==> src/rtl/lsag_pkg.sv <==
package lsag_pkg;

  typedef enum logic [1:0] {
    IDX_OFFSET = 2'd0,
    IDX_PRE    = 2'd1,
    IDX_POST   = 2'd2,
    IDX_BAD    = 2'd3
  } idxMode_e;

  typedef enum logic [1:0] {
    SZ_BYTE   = 2'd0,
    SZ_HALF   = 2'd1,
    SZ_WORD   = 2'd2,
    SZ_DOUBLE = 2'd3
  } accSize_e;

  typedef enum logic [2:0] {
    SH_NONE = 3'd0,
    SH_LSL  = 3'd1,
    SH_LSR  = 3'd2,
    SH_ASR  = 3'd3,
    SH_ROR  = 3'd4,
    SH_RRX  = 3'd5
  } shiftKind_e;

  // Strobes from control to datapath
  typedef struct packed {
    logic pcBase;
    logic useImm;
    logic addrIsBase;
    logic wbEn;
    logic illegal;
  } eaCtrl_t;

endpackage

==> src/rtl/lsag_ctrl.sv <==
module lsag_ctrl
  import lsag_pkg::*;
#(
  parameter int IDX_W       = 4,
  parameter int IMM_W       = 14,
  parameter int SHAMT_W     = 5,
  parameter int PC_IDX      = 15,
  parameter int MIN_IMM     = -255,
  parameter int MAX_IMM     = 4095,
  parameter int MAX_NARROW  = 3
) (
  input  logic                    useImm,
  input  logic signed [IMM_W-1:0] immOffset,
  input  logic [2:0]              shiftKind,
  input  logic [SHAMT_W-1:0]      shiftAmt,
  input  logic [IDX_W-1:0]        baseIdx,
  input  logic [IDX_W-1:0]        dataIdx,
  input  logic [1:0]              idxMode,
  input  logic [1:0]              accSize,
  input  logic                    isLoad,
  output eaCtrl_t                 ctrl
);

  localparam logic [IDX_W-1:0]   PC_CODE    = IDX_W'(PC_IDX);
  localparam logic [SHAMT_W-1:0] NARROW_LIM = SHAMT_W'(MAX_NARROW);

  logic isPc, indexing, immBad, modeBad, pcBad, aliasBad, shiftBad;
  logic kindNone;

  always_comb begin
    isPc     = (baseIdx == PC_CODE);
    indexing = (idxMode == IDX_PRE) || (idxMode == IDX_POST);
    modeBad  = (idxMode == IDX_BAD);
    immBad   = useImm && ((int'(immOffset) < MIN_IMM) || (int'(immOffset) > MAX_IMM));
    pcBad    = isPc && (!isLoad || indexing);
    aliasBad = indexing && (baseIdx == dataIdx);
    kindNone = (shiftKind == SH_NONE);
    shiftBad = 1'b0;
    if (!useImm) begin
      unique case (accSize)
        SZ_BYTE, SZ_HALF:
          shiftBad = !(kindNone || (shiftKind == SH_LSL && shiftAmt <= NARROW_LIM));
        SZ_DOUBLE:
          shiftBad = !kindNone;
        default:
          shiftBad = (shiftKind > SH_RRX);
      endcase
    end
    ctrl.pcBase     = isPc;
    ctrl.useImm     = useImm;
    ctrl.addrIsBase = (idxMode == IDX_POST);
    ctrl.illegal    = immBad | modeBad | pcBad | aliasBad | shiftBad;
    ctrl.wbEn       = indexing && !ctrl.illegal;
  end

  // a program-counter base on a store can never be legal
  always_comb begin
    if (isPc && !isLoad) a_r5_pc_store: assert (ctrl.illegal);
  end

endmodule

==> src/rtl/lsag_datapath.sv <==
module lsag_datapath
  import lsag_pkg::*;
#(
  parameter int ADDR_W   = 32,
  parameter int IMM_W    = 14,
  parameter int PC_AHEAD = 4,
  parameter int ALIGN_B  = 2
) (
  input  logic                    clk,
  input  logic                    rstN,
  input  logic                    inValid,
  input  eaCtrl_t                 ctrl,
  input  logic [1:0]              idxMode,
  input  logic [ADDR_W-1:0]       baseVal,
  input  logic [ADDR_W-1:0]       instrAddr,
  input  logic signed [IMM_W-1:0] immOffset,
  input  logic [ADDR_W-1:0]       regOffset,
  input  logic                    subtract,
  output logic                    outValid,
  output logic [ADDR_W-1:0]       effAddr,
  output logic [ADDR_W-1:0]       wbData,
  output logic                    wbEn,
  output logic                    illegal
);

  localparam logic [ADDR_W-1:0] AHEAD = ADDR_W'(PC_AHEAD);

  logic [ADDR_W-1:0] pcRaw, pcVal, baseEff, offExt, sum, addrNext;

  always_comb begin
    pcRaw = instrAddr + AHEAD;
  end

  // clear the low alignment bits of the program-counter value
  genvar gi;
  generate
    for (gi = 0; gi < ADDR_W; gi++) begin : g_align
      if (gi < ALIGN_B) begin : g_lo
        assign pcVal[gi] = 1'b0;
      end else begin : g_hi
        assign pcVal[gi] = pcRaw[gi];
      end
    end
  endgenerate

  always_comb begin
    baseEff  = ctrl.pcBase ? pcVal : baseVal;
    offExt   = ctrl.useImm ? {{(ADDR_W-IMM_W){immOffset[IMM_W-1]}}, immOffset} : regOffset;
    sum      = subtract ? (baseEff - offExt) : (baseEff + offExt);
    addrNext = ctrl.addrIsBase ? baseEff : sum;
  end

  always_ff @(posedge clk or negedge rstN) begin
    if (!rstN) begin
      outValid <= 1'b0;
      effAddr  <= '0;
      wbData   <= '0;
      wbEn     <= 1'b0;
      illegal  <= 1'b0;
    end else begin
      outValid <= inValid;
      if (inValid) begin
        effAddr <= addrNext;
        wbData  <= sum;
        wbEn    <= ctrl.wbEn;
        illegal <= ctrl.illegal;
      end
    end
  end

  a_r11_valid_follows: assert property (@(posedge clk) disable iff (!rstN)
    inValid |=> outValid);
  a_r11_no_spurious: assert property (@(posedge clk) disable iff (!rstN)
    !inValid |=> !outValid);
  a_r11_hold: assert property (@(posedge clk) disable iff (!rstN)
    !inValid |=> $stable(effAddr) && $stable(wbData));
  a_r1_offset_no_wb: assert property (@(posedge clk) disable iff (!rstN)
    (inValid && idxMode == IDX_OFFSET) |=> !wbEn);
  a_r2_pre_same: assert property (@(posedge clk) disable iff (!rstN)
    (inValid && idxMode == IDX_PRE) |=> (effAddr == wbData));
  a_r3_post_base: assert property (@(posedge clk) disable iff (!rstN)
    (inValid && idxMode == IDX_POST && !ctrl.pcBase) |=> (effAddr == $past(baseVal)));
  a_r9_wb_needs_legal: assert property (@(posedge clk) disable iff (!rstN)
    outValid |-> !(wbEn && illegal));

endmodule

==> src/rtl/lsag_top.sv <==
module lsag_top
  import lsag_pkg::*;
#(
  parameter int ADDR_W     = 32,
  parameter int IDX_W      = 4,
  parameter int IMM_W      = 14,
  parameter int SHAMT_W    = 5,
  parameter int PC_IDX     = 15,
  parameter int PC_AHEAD   = 4,
  parameter int ALIGN_B    = 2,
  parameter int MIN_IMM    = -255,
  parameter int MAX_IMM    = 4095,
  parameter int MAX_NARROW = 3
) (
  input  logic                    clk,
  input  logic                    rstN,
  input  logic                    inValid,
  input  logic [ADDR_W-1:0]       baseVal,
  input  logic [IDX_W-1:0]        baseIdx,
  input  logic [IDX_W-1:0]        dataIdx,
  input  logic [ADDR_W-1:0]       instrAddr,
  input  logic                    useImm,
  input  logic signed [IMM_W-1:0] immOffset,
  input  logic [ADDR_W-1:0]       regOffset,
  input  logic [2:0]              shiftKind,
  input  logic [SHAMT_W-1:0]      shiftAmt,
  input  logic                    subtract,
  input  logic [1:0]              idxMode,
  input  logic [1:0]              accSize,
  input  logic                    isLoad,
  output logic                    outValid,
  output logic [ADDR_W-1:0]       effAddr,
  output logic [ADDR_W-1:0]       wbData,
  output logic                    wbEn,
  output logic                    illegal
);

  eaCtrl_t ctrl;

  lsag_ctrl #(
    .IDX_W(IDX_W), .IMM_W(IMM_W), .SHAMT_W(SHAMT_W), .PC_IDX(PC_IDX),
    .MIN_IMM(MIN_IMM), .MAX_IMM(MAX_IMM), .MAX_NARROW(MAX_NARROW)
  ) u_ctrl (
    .useImm(useImm), .immOffset(immOffset), .shiftKind(shiftKind),
    .shiftAmt(shiftAmt), .baseIdx(baseIdx), .dataIdx(dataIdx),
    .idxMode(idxMode), .accSize(accSize), .isLoad(isLoad), .ctrl(ctrl)
  );

  lsag_datapath #(
    .ADDR_W(ADDR_W), .IMM_W(IMM_W), .PC_AHEAD(PC_AHEAD), .ALIGN_B(ALIGN_B)
  ) u_dp (
    .clk(clk), .rstN(rstN), .inValid(inValid), .ctrl(ctrl), .idxMode(idxMode),
    .baseVal(baseVal), .instrAddr(instrAddr), .immOffset(immOffset),
    .regOffset(regOffset), .subtract(subtract), .outValid(outValid),
    .effAddr(effAddr), .wbData(wbData), .wbEn(wbEn), .illegal(illegal)
  );

endmodule

==> config.mk <==
export PLATFORM = sky130hd
export DESIGN_NAME = lsag_top
export DESIGN_NICKNAME = d
export VERILOG_FILES = /design/src/rtl/lsag_pkg.sv /design/src/rtl/lsag_ctrl.sv /design/src/rtl/lsag_datapath.sv /design/src/rtl/lsag_top.sv
export SDC_FILE = /design/constraint.sdc
export NUM_CORES = 1
export LEC_CHECK = 0
export BUFFER_PORTS_ARGS = -buffer_cell sky130_fd_sc_hd__buf_2
export CAP_MARGIN = 5
export CORE_MARGIN = 10
export CORE_UTILIZATION = 41
export CTS_BUF_LIST = sky130_fd_sc_hd__clkbuf_16
export CTS_CLUSTER_DIAMETER = 50
export DETAILED_ROUTE_END_ITERATION = 6
export PLACE_DENSITY = 0.69
export SYNTH_ARGS = -nofsm -noshare
export SYNTH_HDL_FRONTEND = slang
export SYNTH_SLANG_ARGS = --single-unit
==> constraint.sdc <==
create_clock -name clk -period 1.05 [get_ports clk]
set_clock_uncertainty 0.15 [all_clocks]
set_input_delay 0.21 -clock clk [delete_from_list [all_inputs] [get_ports clk]]
set_output_delay 0.21 -clock clk [all_outputs]
set_load 0.02 [all_outputs]
==> metrics, run 1 <==
# rows 46; status complete, but fails checks; WP data arrival 4.08 ns; setup_tns -162.32 ns; worst relative slew slack 0.448; Worst Path Required 1.11 ns; failing checks negative setup slack; Via density 6.02; crit start category primary input; Clock transition at path regs 0.06 ns; Synth Instances 854; Worst-Margin Slew 0.826 ns; DRC Markers 0; Vias 9814; main flop type after synthesis dfrtp_1; Max FO, Critical Path 7; Total Power 19500 uW; Final Setup Violations 133; NumNets Final 1583; FMAX 249 MHz; Mean Syn Cell Area 7.77 um2; PortBufs 198; VDD IR max 1.18 mV; worst skew pair latency 0.35 ns; FFs w/ async S/R, synth 1.00; Post-Place Cells 1522; CTS max path bufs 2; Area Growth Syn to Fin 96.4%; post-synthesis register bit count 67; initial antenna violation count 1; pre-CTS setup slack -3.17 ns; RSZ-0062 raised after global routing yes; routed length per instance 23.0 um; post-route ant nets 0; first-pass GRT wire length 47800 um; Synth cell types 66; die span in y 147 um; Iter 0 DRT Violations 1169; vias in the first global route 9516; max_cap viols 0; # H-tree levels 3; Post-Syn Area 6640 um2; total grt overflow 0; Chip Width 147 um; iteration count of the initial detailed-routing pass 6; Power Density 1490 nW/um2; Syn Nets 1026; Final HPWL DP 22100 um; filler instances 878; CTS buffer count 9; worst min path class primary input to register; Post-synth EDFFs 0; minimum clock period 4.02 ns; final period utilization 3.83; CTS tree done; Max Slew Vio Count 0; Initial Util 0.418; Final Wtd Congestion 1.01; CP Capture Type register; critical path class primary input to register; global-route usage over all layers 0.270; PnR worst setup slack -2.97 ns; Core Area 15900 um2; final std cells w/o fill 1631; largest net degree at the start of global routing 43; leak pwr 0.00627 uW; CTS sink cnt 67; die area 21700 um2; share of cells above drive strength 1 0.567; hold_ws 0.0917 ns; Register Area 1680 um2; Root Buffer clkbuf_16; Yosys warnings 0; Final Hold Fails 0; Routed WL 37500 um; multi-input combinational cell area 6040 um2; IO Count 203; Seq/Total Area, Yosys 0.253
## cell usage in the layout (no fill, tap or decap), types with 20 or more instances in the layout
| master | instances |
|---|---|
| a21oi_1 | 53 |
| buf_2 | 121 |
| buf_4 | 341 |
| buf_6 | 105 |
| dfrtp_1 | 67 |
| ha_1 | 23 |
| inv_1 | 20 |
| nand2_1 | 80 |
| nand3_1 | 25 |
| nor2_1 | 59 |
| o21ai_0 | 29 |
| xnor2_1 | 21 |
| xor2_1 | 29 |
## per-layer routing
metal	GRT usage	part of all wire	wire, um	up-vias
met3	0.0660	0.095	3560	229
met5	0	0	0	-
met2	0.480	0.48	18000	734
met1	0.286	0.35	13200	4638
met4	0.151	0.074	2770	0
li1	-	-	-	4213
## path summary, 6_finish.rpt
check,from,to,slack [ns],cells after the start
max,regOffset[13],u_dp.effAddr[30]$_DFFE_PN0P_,-2.97,18
min in group asynchronous,rstN,u_dp.effAddr[28]$_DFFE_PN0P_,0.26,3
min reg2reg,u_dp.wbData[5]$_DFFE_PN0P_,u_dp.wbData[5]$_DFFE_PN0P_,0.39,1
max in group asynchronous,rstN,u_dp.wbData[5]$_DFFE_PN0P_,0.25,3
min,inValid,u_dp.outValid$_DFF_PN0_,0.09,2
max reg2reg,u_dp.effAddr[14]$_DFFE_PN0P_,u_dp.effAddr[14]$_DFFE_PN0P_,-0.46,3
## layout make-up
cell class | count | share of cell area
diodes | 1 | 0.000192
well taps | 216 | 0.0207
flip-flops and latches | 67 | 0.129
clock inverters | 5 | 0.00547
multi-input cells | 728 | 0.464
repair buffers | 583 | 0.358
clock buffers | 9 | 0.0173
inverters | 22 | 0.00653
## repair_timing
action / 4_1_cts / 5_1_grt
cloned: 1 / 2
setup endpoints to repair: 133 / 133
hold buffers: 1 / 0
buffers inserted: 47 / 51
pin swaps: 77 / 64
endpoints found under the hold margin: 67 / 0
gates resized for setup: 288 / 125
## state kept, by name, indices dropped and copies added (netlist names)
name	count
u_dp.effAddr	32
u_dp.wbData	32
u_dp.illegal	1
u_dp.outValid	1
u_dp.wbEn	1
## cells by family (layout without fill, tap and decap cells)
group,after synthesis,in the layout,share of synthesized area
flops,67,67,0.253
mux,45,45,0.0732
simple gates,323,323,0.237
xor+xnor,72,72,0.0971
buf+inv,59,619,0.0345
compound gates,252,252,0.237
other cells,0,1,0
fa+ha+maj,36,36,0.0690
## cells in the mapped netlist, types with 3 or more instances
master / n / area share
nand4_1: 7 / 0.0066
nor3b_1: 7 / 0.0079
or3_1: 11 / 0.010
a21o_1: 19 / 0.021
a211oi_1: 4 / 0.0045
xor2_1: 38 / 0.050
and4_1: 4 / 0.0053
or2_2: 5 / 0.0047
a21oi_1: 78 / 0.059
o311ai_0: 3 / 0.0040
nand3_1: 30 / 0.023
ha_1: 35 / 0.066
mux2i_1: 20 / 0.030
dfrtp_1: 67 / 0.25
nor2b_1: 3 / 0.0028
and2_1: 8 / 0.0075
and3_1: 15 / 0.014
nand2_1: 93 / 0.053
or4_1: 3 / 0.0034
a22oi_1: 6 / 0.0068
nor3_1: 28 / 0.021
mux2_2: 24 / 0.041
a211o_1: 3 / 0.0040
buf_1: 6 / 0.0034
clkbuf_1: 30 / 0.017
nor2_1: 81 / 0.046
or3b_1: 3 / 0.0040
o22a_1: 4 / 0.0053
nand2b_1: 7 / 0.0066
o21ai_1: 5 / 0.0038
a31oi_1: 10 / 0.0094
nor4_1: 11 / 0.010
o32ai_1: 3 / 0.0040
inv_1: 21 / 0.012
xnor2_1: 33 / 0.044
o211ai_1: 4 / 0.0045
o31ai_1: 7 / 0.0079
nand3b_1: 3 / 0.0034
a21boi_0: 8 / 0.0091
o21a_1: 18 / 0.020
o21ai_0: 59 / 0.044
## worst max-delay path, cell delays in order
cell	delay [ns]
buf_8	0.09
or3_4	0.38
a222oi_1	0.46
nand4_2	0.24
buf_6	0.19
a21oi_4	0.19
buf_6	0.16
nor2_1	0.05
xor2_1	0.39
ha_1	0.41
a21oi_1	0.22
nor2_1	0.06
nor3_1	0.23
nand2_1	0.14
nand3_1	0.18
a21oi_4	0.09
nor4b_2	0.29
a221oi_1	0.09
## report_power, final
group / internal [uW] / switching (uW) / total, uW
Combinational: 6200 / 5960 / 12200
Sequential: 3360 / 681 / 4040
Clock: 2030 / 1260 / 3290
## through the flow
stage           util  area [um2]
2_1_floorplan      -        6910
3_3_place_gp   0.645       10200
3_5_place_dp   0.645       10200
4_1_cts        0.756       12000
5_1_grt        0.821       13000
6_report       0.821       13000
Note: power is estimated with default switching activity, not from simulation.
==> inputs of run 2 (changes only) <==
- clock period: 1.05 -> 3.41 ns (I/O delays scaled with it)
==> run 2 against run 1 <==
  * The run still ends with negative setup slack left
  * Register-to-register slack better by 2.8 ns
  * Worst setup slack improved by 2.1 ns
  * Via count down 13%
  * Critical path type unchanged
  * Wire length is 22% lower
  * Critical path depth grew 1
==> metrics, run 2 (synthesis gave the netlist of run 1 again) <==
critical path class primary input to register (unchanged); P_int 3100 uW (was 11600 uW); global-route usage over all layers 0.249 (was 0.270); PnR worst setup slack -0.831 ns (was -2.97 ns); commonest non-fill, non-tap cell in the layout buf_4 (unchanged); # H-tree levels 3 (unchanged); most frequent cells in the layout 262 x buf_4, 195 x buf_2, 85 x nand2_1 (was 341 x buf_4, 121 x buf_2, 105 x buf_6); final period utilization 1.24; hold path startpoint u_dp.effAddr[8]$_DFFE_PN0P_ (was inValid); hold buffers post-CTS 0 (was 1); status complete, but fails checks (unchanged); critical path's largest stage delay 0.42 ns (was 0.46 ns); FF-to-FF Start u_dp.effAddr[12]$_DFFE_PN0P_ (was u_dp.effAddr[14]$_DFFE_PN0P_); routed length per instance 19.0 um (was 23.0 um); WHS Endpoint u_dp.effAddr[8]$_DFFE_PN0P_ (was u_dp.outValid$_DFF_PN0_); most frequent CP cell a21oi_2; Max Slew Vio Count 0 (unchanged); CTS sink cnt 67 (unchanged); Routed WL 29300 um (was 37500 um); flop2flop setup slack 2.38 ns (was -0.46 ns); DRC Markers 0 (unchanged); CTS tree done (unchanged); VDD IR max 0.310 mV (was 1.18 mV); initial antenna violation count 0 (was 1); Top Registers u_dp.effAddr (32), u_dp.wbData (32) (unchanged); Vias 8565 (was 9814); iteration count of the initial detailed-routing pass 7 (was 6); slowest CP cell a222oi_1 (unchanged); Core Area 15900 um2 (unchanged); Final Wtd Congestion 0.965 (was 1.01); Final HPWL DP 21100 um (was 22100 um); PortBufs 198 (unchanged); Worst Path Required 3.48 ns (was 1.11 ns); leak pwr 0.00554 uW (was 0.00627 uW); IO Count 203 (unchanged); Iter 0 DRT Violations 767 (was 1169); Final Hold Fails 0 (unchanged); vias in the first global route 8746 (was 9516); Initial Util 0.418 (unchanged); post-route ant nets 0 (unchanged); die area 21700 um2 (unchanged); Area Growth Syn to Fin 72.5% (was 96.4%); share of cells above drive strength 1 0.511 (was 0.567); Chip Width 147 um (unchanged); Worst Hold Depth 1 (was 2); max_cap viols 0 (unchanged); Final Setup Violations 52 (was 133); Max FO, Critical Path 5 (was 7); Via density 5.57 (was 6.02); hold_ws 0.321 ns (was 0.0917 ns); CTS max path bufs 2 (unchanged); Power Density 452 nW/um2 (was 1490 nW/um2); die span in y 147 um (unchanged); crit path cell chain buf_16 > or3_4 > a222oi_1 > nand4_2 > a21oi_2 > nand2_2 > nor4_4 > buf_4 > o32ai_2 > a21oi_2 > ha_1 > a21o_1 > a21o_1 > a21oi_2 > o21ai_0 > a31oi_1 > o21ai_1 > xnor2_1 > o21ai_0 (was buf_8 > or3_4 > a222oi_1 > nand4_2 > buf_6 > a21oi_4 > buf_6 > nor2_1 > xor2_1 > ha_1 > a21oi_1 > nor2_1 > nor3_1 > nand2_1 > nand3_1 > a21oi_4 > nor4b_2 > a221oi_1); CP Capture Type register (unchanged); worst skew pair latency 0.35 ns (about the same); NetSw 2070 uW (was 7900 uW); NumNets Final 1489 (was 1583); RSZ-0062 raised after global routing yes (unchanged); logic gate share of total power 0.561 (was 0.624); # rows 46 (unchanged); worst relative slew slack 0.399 (was 0.448); largest net degree at the start of global routing 68 (was 43); Clock power frac 0.215 (was 0.169); reg2reg path depth 2 (was 3); failing checks negative setup slack (unchanged); WP data arrival 4.31 ns (was 4.08 ns); total grt overflow 0 (unchanged); minimum clock period 4.24 ns; r2r endpoint u_dp.effAddr[12]$_DFFE_PN0P_ (was u_dp.effAddr[14]$_DFFE_PN0P_); Layout Utilization 0.721 (was 0.821); ANT cells 0 (was 1); first-pass GRT wire length 44200 um (was 47800 um); worst min path class register to register (was primary input to register); power share of the sequential group 0.224 (was 0.207); crit start category primary input (unchanged); Clock transition at path regs 0.06 ns (about the same); FMAX 236 MHz; Worst-Margin Slew 0.901 ns (was 0.826 ns); Net Sw Frac 0.401 (was 0.405); CTS buffer count 9 (unchanged); Root Buffer clkbuf_16 (unchanged)
## run 2: cell count changes in the layout (fill, tap and decap cells not counted), sizes merged
cell / previous run / this run
clkbuf: 11 / 9
buf: 579 / 489
dlygate4sd3: 1 / 0
bufbuf: 1 / 0
inv: 22 / 23
bufinv: 2 / 3
diode: 1 / 0
## run 2: metrics by stage
step	total power [uW]	setup WS, ns	cell area, um2	instances	TNS, ns
2_1_floorplan	2470	-1.08	6840	854	-37.25
3_3_place_gp	3490	-1.26	9840	1487	-46.24
3_5_place_dp	3520	-1.36	9840	1487	-50.13
4_1_cts	4950	-0.671	11000	1525	-17.93
5_1_grt	5440	-1.02	11400	1538	-32.58
6_report	5170	-0.831	11400	1538	-26.38
## run 2: how the worst max path moves through the flow
stage	from	end	slack (ns)	cells past startpoint
finish	useImm	u_dp.wbData[28]$_DFFE_PN0P_	-0.83	19
global route	useImm	u_dp.wbData[29]$_DFFE_PN0P_	-1.02	20
detailed placement	useImm	u_dp.wbData[31]$_DFFE_PN0P_	-1.36	19
floorplan	useImm	u_dp.wbData[31]$_DFFE_PN0P_	-1.08	22
CTS	immOffset[12]	u_dp.wbData[31]$_DFFE_PN0P_	-0.67	18
global placement	useImm	u_dp.wbData[31]$_DFFE_PN0P_	-1.26	18
## run 2: worst max-delay path, delay by kind of cell
family	cells	cell delay, ns
compound gates	11	1.93
simple gates	4	0.90
buf+inv	2	0.27
fa+ha+maj	1	0.26
xor+xnor	1	0.23
## run 2: layout make-up
class / instances / area (um2)
Multi-Input combinational cell: 728 / 5740
Fill cell: 1221 / 4440
Timing Repair Buffer: 489 / 3340
Sequential cell: 67 / 1680
Tap cell: 216 / 270
Clock buffer: 9 / 225
Clock inverter: 7 / 116
Inverter: 22 / 82.6
## run 2: power by group through the flow
stage / Combinational, uW / Clock, uW / Sequential [uW]
after floorplan: 1010 / 0 / 1460
after global placement: 2330 / 0 / 1160
after detailed placement: 2360 / 0 / 1160
after CTS: 2670 / 1120 / 1160
after global routing: 3090 / 1150 / 1190
final: 2900 / 1110 / 1160
## run 2: per-layer routing
metal | GRT usage | up-vias | part of all wire
met4 | 0.116 | 0 | 0.055
met5 | 0 | - | 0
li1 | - | 4034 | -
met3 | 0.0608 | 119 | 0.072
met1 | 0.279 | 4018 | 0.38
met2 | 0.436 | 394 | 0.49
## run 2: repair_timing
item                       CTS  global route
pin swaps                   71            57
cloned                       1             0
setup endpoints to repair   51            52
buffers inserted            25            18
resized for setup          145            65
==> inputs of run 3 (changes only) <==
- BUFFER_PORTS_ARGS: -buffer_cell sky130_fd_sc_hd__buf_2 -> not set
- DONT_BUFFER_PORTS: not set -> 1
- PLACE_DENSITY: 0.69 -> not set
==> run 3 against run 2 <==
  * Critical path depth down 1
  * Worst setup slack better by 0.17 ns
  * The run still ends with negative setup slack left
  * Wire length down 11%
  * Utilization down 11 points
  * Critical path type unchanged
  * Largest power group unchanged
  * Fmax up 4.1%
  * Critical endpoint is now u_dp.wbData[22]$_DFFE_PN0P_
  * Combinational power down 31%
  * Non-clock buffer count down 283
  * Sequential share of layout area up 2.7 points
==> metrics, run 3 (synthesis gave the netlist of run 1 again) <==
status complete, but fails checks (unchanged); failing checks negative setup slack (unchanged); CTS tree done (unchanged); Core Area 15900 um2 (unchanged); Final Hold Fails 0 (unchanged); Max FO, Critical Path 59 (was 5); PnR worst setup slack -0.663 ns (was -0.831 ns); minimum clock period 4.07 ns (was 4.24 ns); CTS max path bufs 2 (unchanged); Power Density 456 nW/um2 (was 452 nW/um2); Final Setup Violations 52 (unchanged); Root Buffer clkbuf_16 (unchanged); crit start category primary input (unchanged); NumNets Final 1206 (was 1489); power share of the sequential group 0.350 (was 0.224); share of cells above drive strength 1 0.367 (was 0.511); critical path class primary input to register (unchanged); logic gate share of total power 0.452 (was 0.561); DP Area 8320 um2 (was 9840 um2); # H-tree levels 3 (unchanged); ANT cells 0 (unchanged); Routed WL 26000 um (was 29300 um); final period utilization 1.19 (was 1.24); IO Count 203 (unchanged); P_int 2560 uW (was 3100 uW); final std cells w/o fill 1255 (was 1538); VDD IR max 0.321 mV (was 0.310 mV); cell area after layout 9640 um2 (was 11400 um2); largest net degree at the start of global routing 79 (was 68); Final Wtd Congestion 0.908 (was 0.965); Worst-Margin Slew 0.763 ns (was 0.901 ns); die span in y 147 um (unchanged); DRC Markers 0 (unchanged); Clock transition at path regs 0.06 ns (about the same); filler instances 1442 (was 1221); # rows 46 (unchanged); global-route usage over all layers 0.227 (was 0.249); Clock power frac 0.197 (was 0.215); routed length per instance 20.7 um (was 19.0 um); RSZ-0062 raised after global routing yes (unchanged); FMAX 245 MHz (was 236 MHz); leak pwr 0.00427 uW (was 0.00554 uW); Top Registers u_dp.effAddr (32), u_dp.wbData (32) (unchanged); post-route ant nets 0 (unchanged); WP data arrival 4.15 ns (was 4.31 ns); total grt overflow 0 (unchanged); Total Power 4400 uW (was 5170 uW); CP Capture Type register (unchanged); initial antenna violation count 0 (unchanged); Vias 7161 (was 8565); Worst Path Required 3.48 ns (about the same); worst skew pair latency 0.34 ns (was 0.35 ns); CTS buffer count 9 (unchanged); Chip Width 147 um (unchanged); Via density 5.71 (was 5.57); CTS sink cnt 67 (unchanged); die area 21700 um2 (unchanged); setup_tns -18.66 ns (was -26.38 ns); Iter 0 DRT Violations 422 (was 767); Area Growth Syn to Fin 45.3% (was 72.5%); worst min path class primary input to async pin (was register to register); worst relative slew slack 0.490 (was 0.399); Net Sw Frac 0.417 (was 0.401); Max Slew Vio Count 0 (unchanged); max_cap viols 0 (unchanged); Initial Util 0.418 (unchanged); iteration count of the initial detailed-routing pass 5 (was 7); vias in the first global route 7297 (was 8746); PortBufs 0 (was 198); most frequent cells in the layout 181 x buf_4, 86 x nand2_1, 71 x nor2_1 (was 262 x buf_4, 195 x buf_2, 85 x nand2_1); Final HPWL DP 19800 um (was 21100 um); flop2flop setup slack 2.23 ns (was 2.38 ns); commonest non-fill, non-tap cell in the layout buf_4 (unchanged); NetSw 1840 uW (was 2070 uW); Post-Place Cells 1218 (was 1487); first-pass GRT wire length 39400 um (was 44200 um)
==> run 3: power groups by stage <==
stage               Clock (uW)  Sequential, uW  Combinational, uW
finish                     868            1540               1990
global route               913            1580               2160
CTS                        885            1560               1870
detailed placement           0            1570               1550
global placement             0            1570               1530
floorplan                    0            1460               1010
==> run 3: repair_timing <==
item / in CTS / in global routing
resized for setup: 138 / 37
hold buffers: 1 / 0
endpoints found under the hold margin: 67 / 0
pin swaps: 75 / 30
setup endpoints to repair: 48 / 52
buffers inserted: 27 / 9
==> run 3: path summary, 6_finish.rpt <==
kind / end / cells past startpoint / start
max in group asynchronous: u_dp.wbData[15]$_DFFE_PN0P_ / 1 / rstN
hold reg to reg: u_dp.wbData[23]$_DFFE_PN0P_ / 2 / u_dp.wbData[23]$_DFFE_PN0P_
setup / recovery: u_dp.wbData[22]$_DFFE_PN0P_ / 18 / useImm
min in group clk: u_dp.outValid$_DFF_PN0_ / 0 / inValid
setup reg to reg: u_dp.effAddr[16]$_DFFE_PN0P_ / 2 / u_dp.effAddr[16]$_DFFE_PN0P_
hold / removal: u_dp.wbData[31]$_DFFE_PN0P_ / 1 / rstN
==> run 3: per-layer routing <==
| layer | up-vias | wire length, um | GRT usage |
|---|---|---|---|
| met5 | - | 0 | 0 |
| met4 | 0 | 1030 | 0.104 |
| met3 | 51 | 2150 | 0.0709 |
| met2 | 231 | 13000 | 0.397 |
| met1 | 3415 | 9800 | 0.244 |
| li1 | 3464 | - | - |
==> run 3: through the flow <==
stage               hold WS [ns]  setup WS, ns   util
global route              0.0895        -0.790  0.607
finish                    0.0646        -0.663  0.607
floorplan                  0.236         -1.08      -
CTS                       0.0921        -0.565  0.592
detailed placement         0.239         -1.04  0.524
global placement           0.239        -0.985  0.524
==> run 3: cell type report <==
type	count	area (um2)	area share
clock buffer	9	225	0.0234
sequential	67	1680	0.174
multi-input combinational	728	5680	0.589
clock inverter	7	43.8	0.00454
tap	216	270	0.0280
timing repair buffer	206	1670	0.173
inverter	22	82.6	0.00856
==> run 3: worst max-delay path, cell delays in order <==
cell and delay, ns:
or3_4 0.38, a222oi_1 0.38, nand4_2 0.21, a21oi_2 0.20, nand2_2 0.09, buf_6 0.13, a21oi_2 0.12, nor2_1 0.05
nor2_1 0.14, ha_1 0.29, a21o_1 0.23, buf_6 0.14, nor3_4 0.11, nand3_2 0.13, a41oi_4 0.32, buf_6 0.16
xnor2_2 0.09, mux2_4 0.26
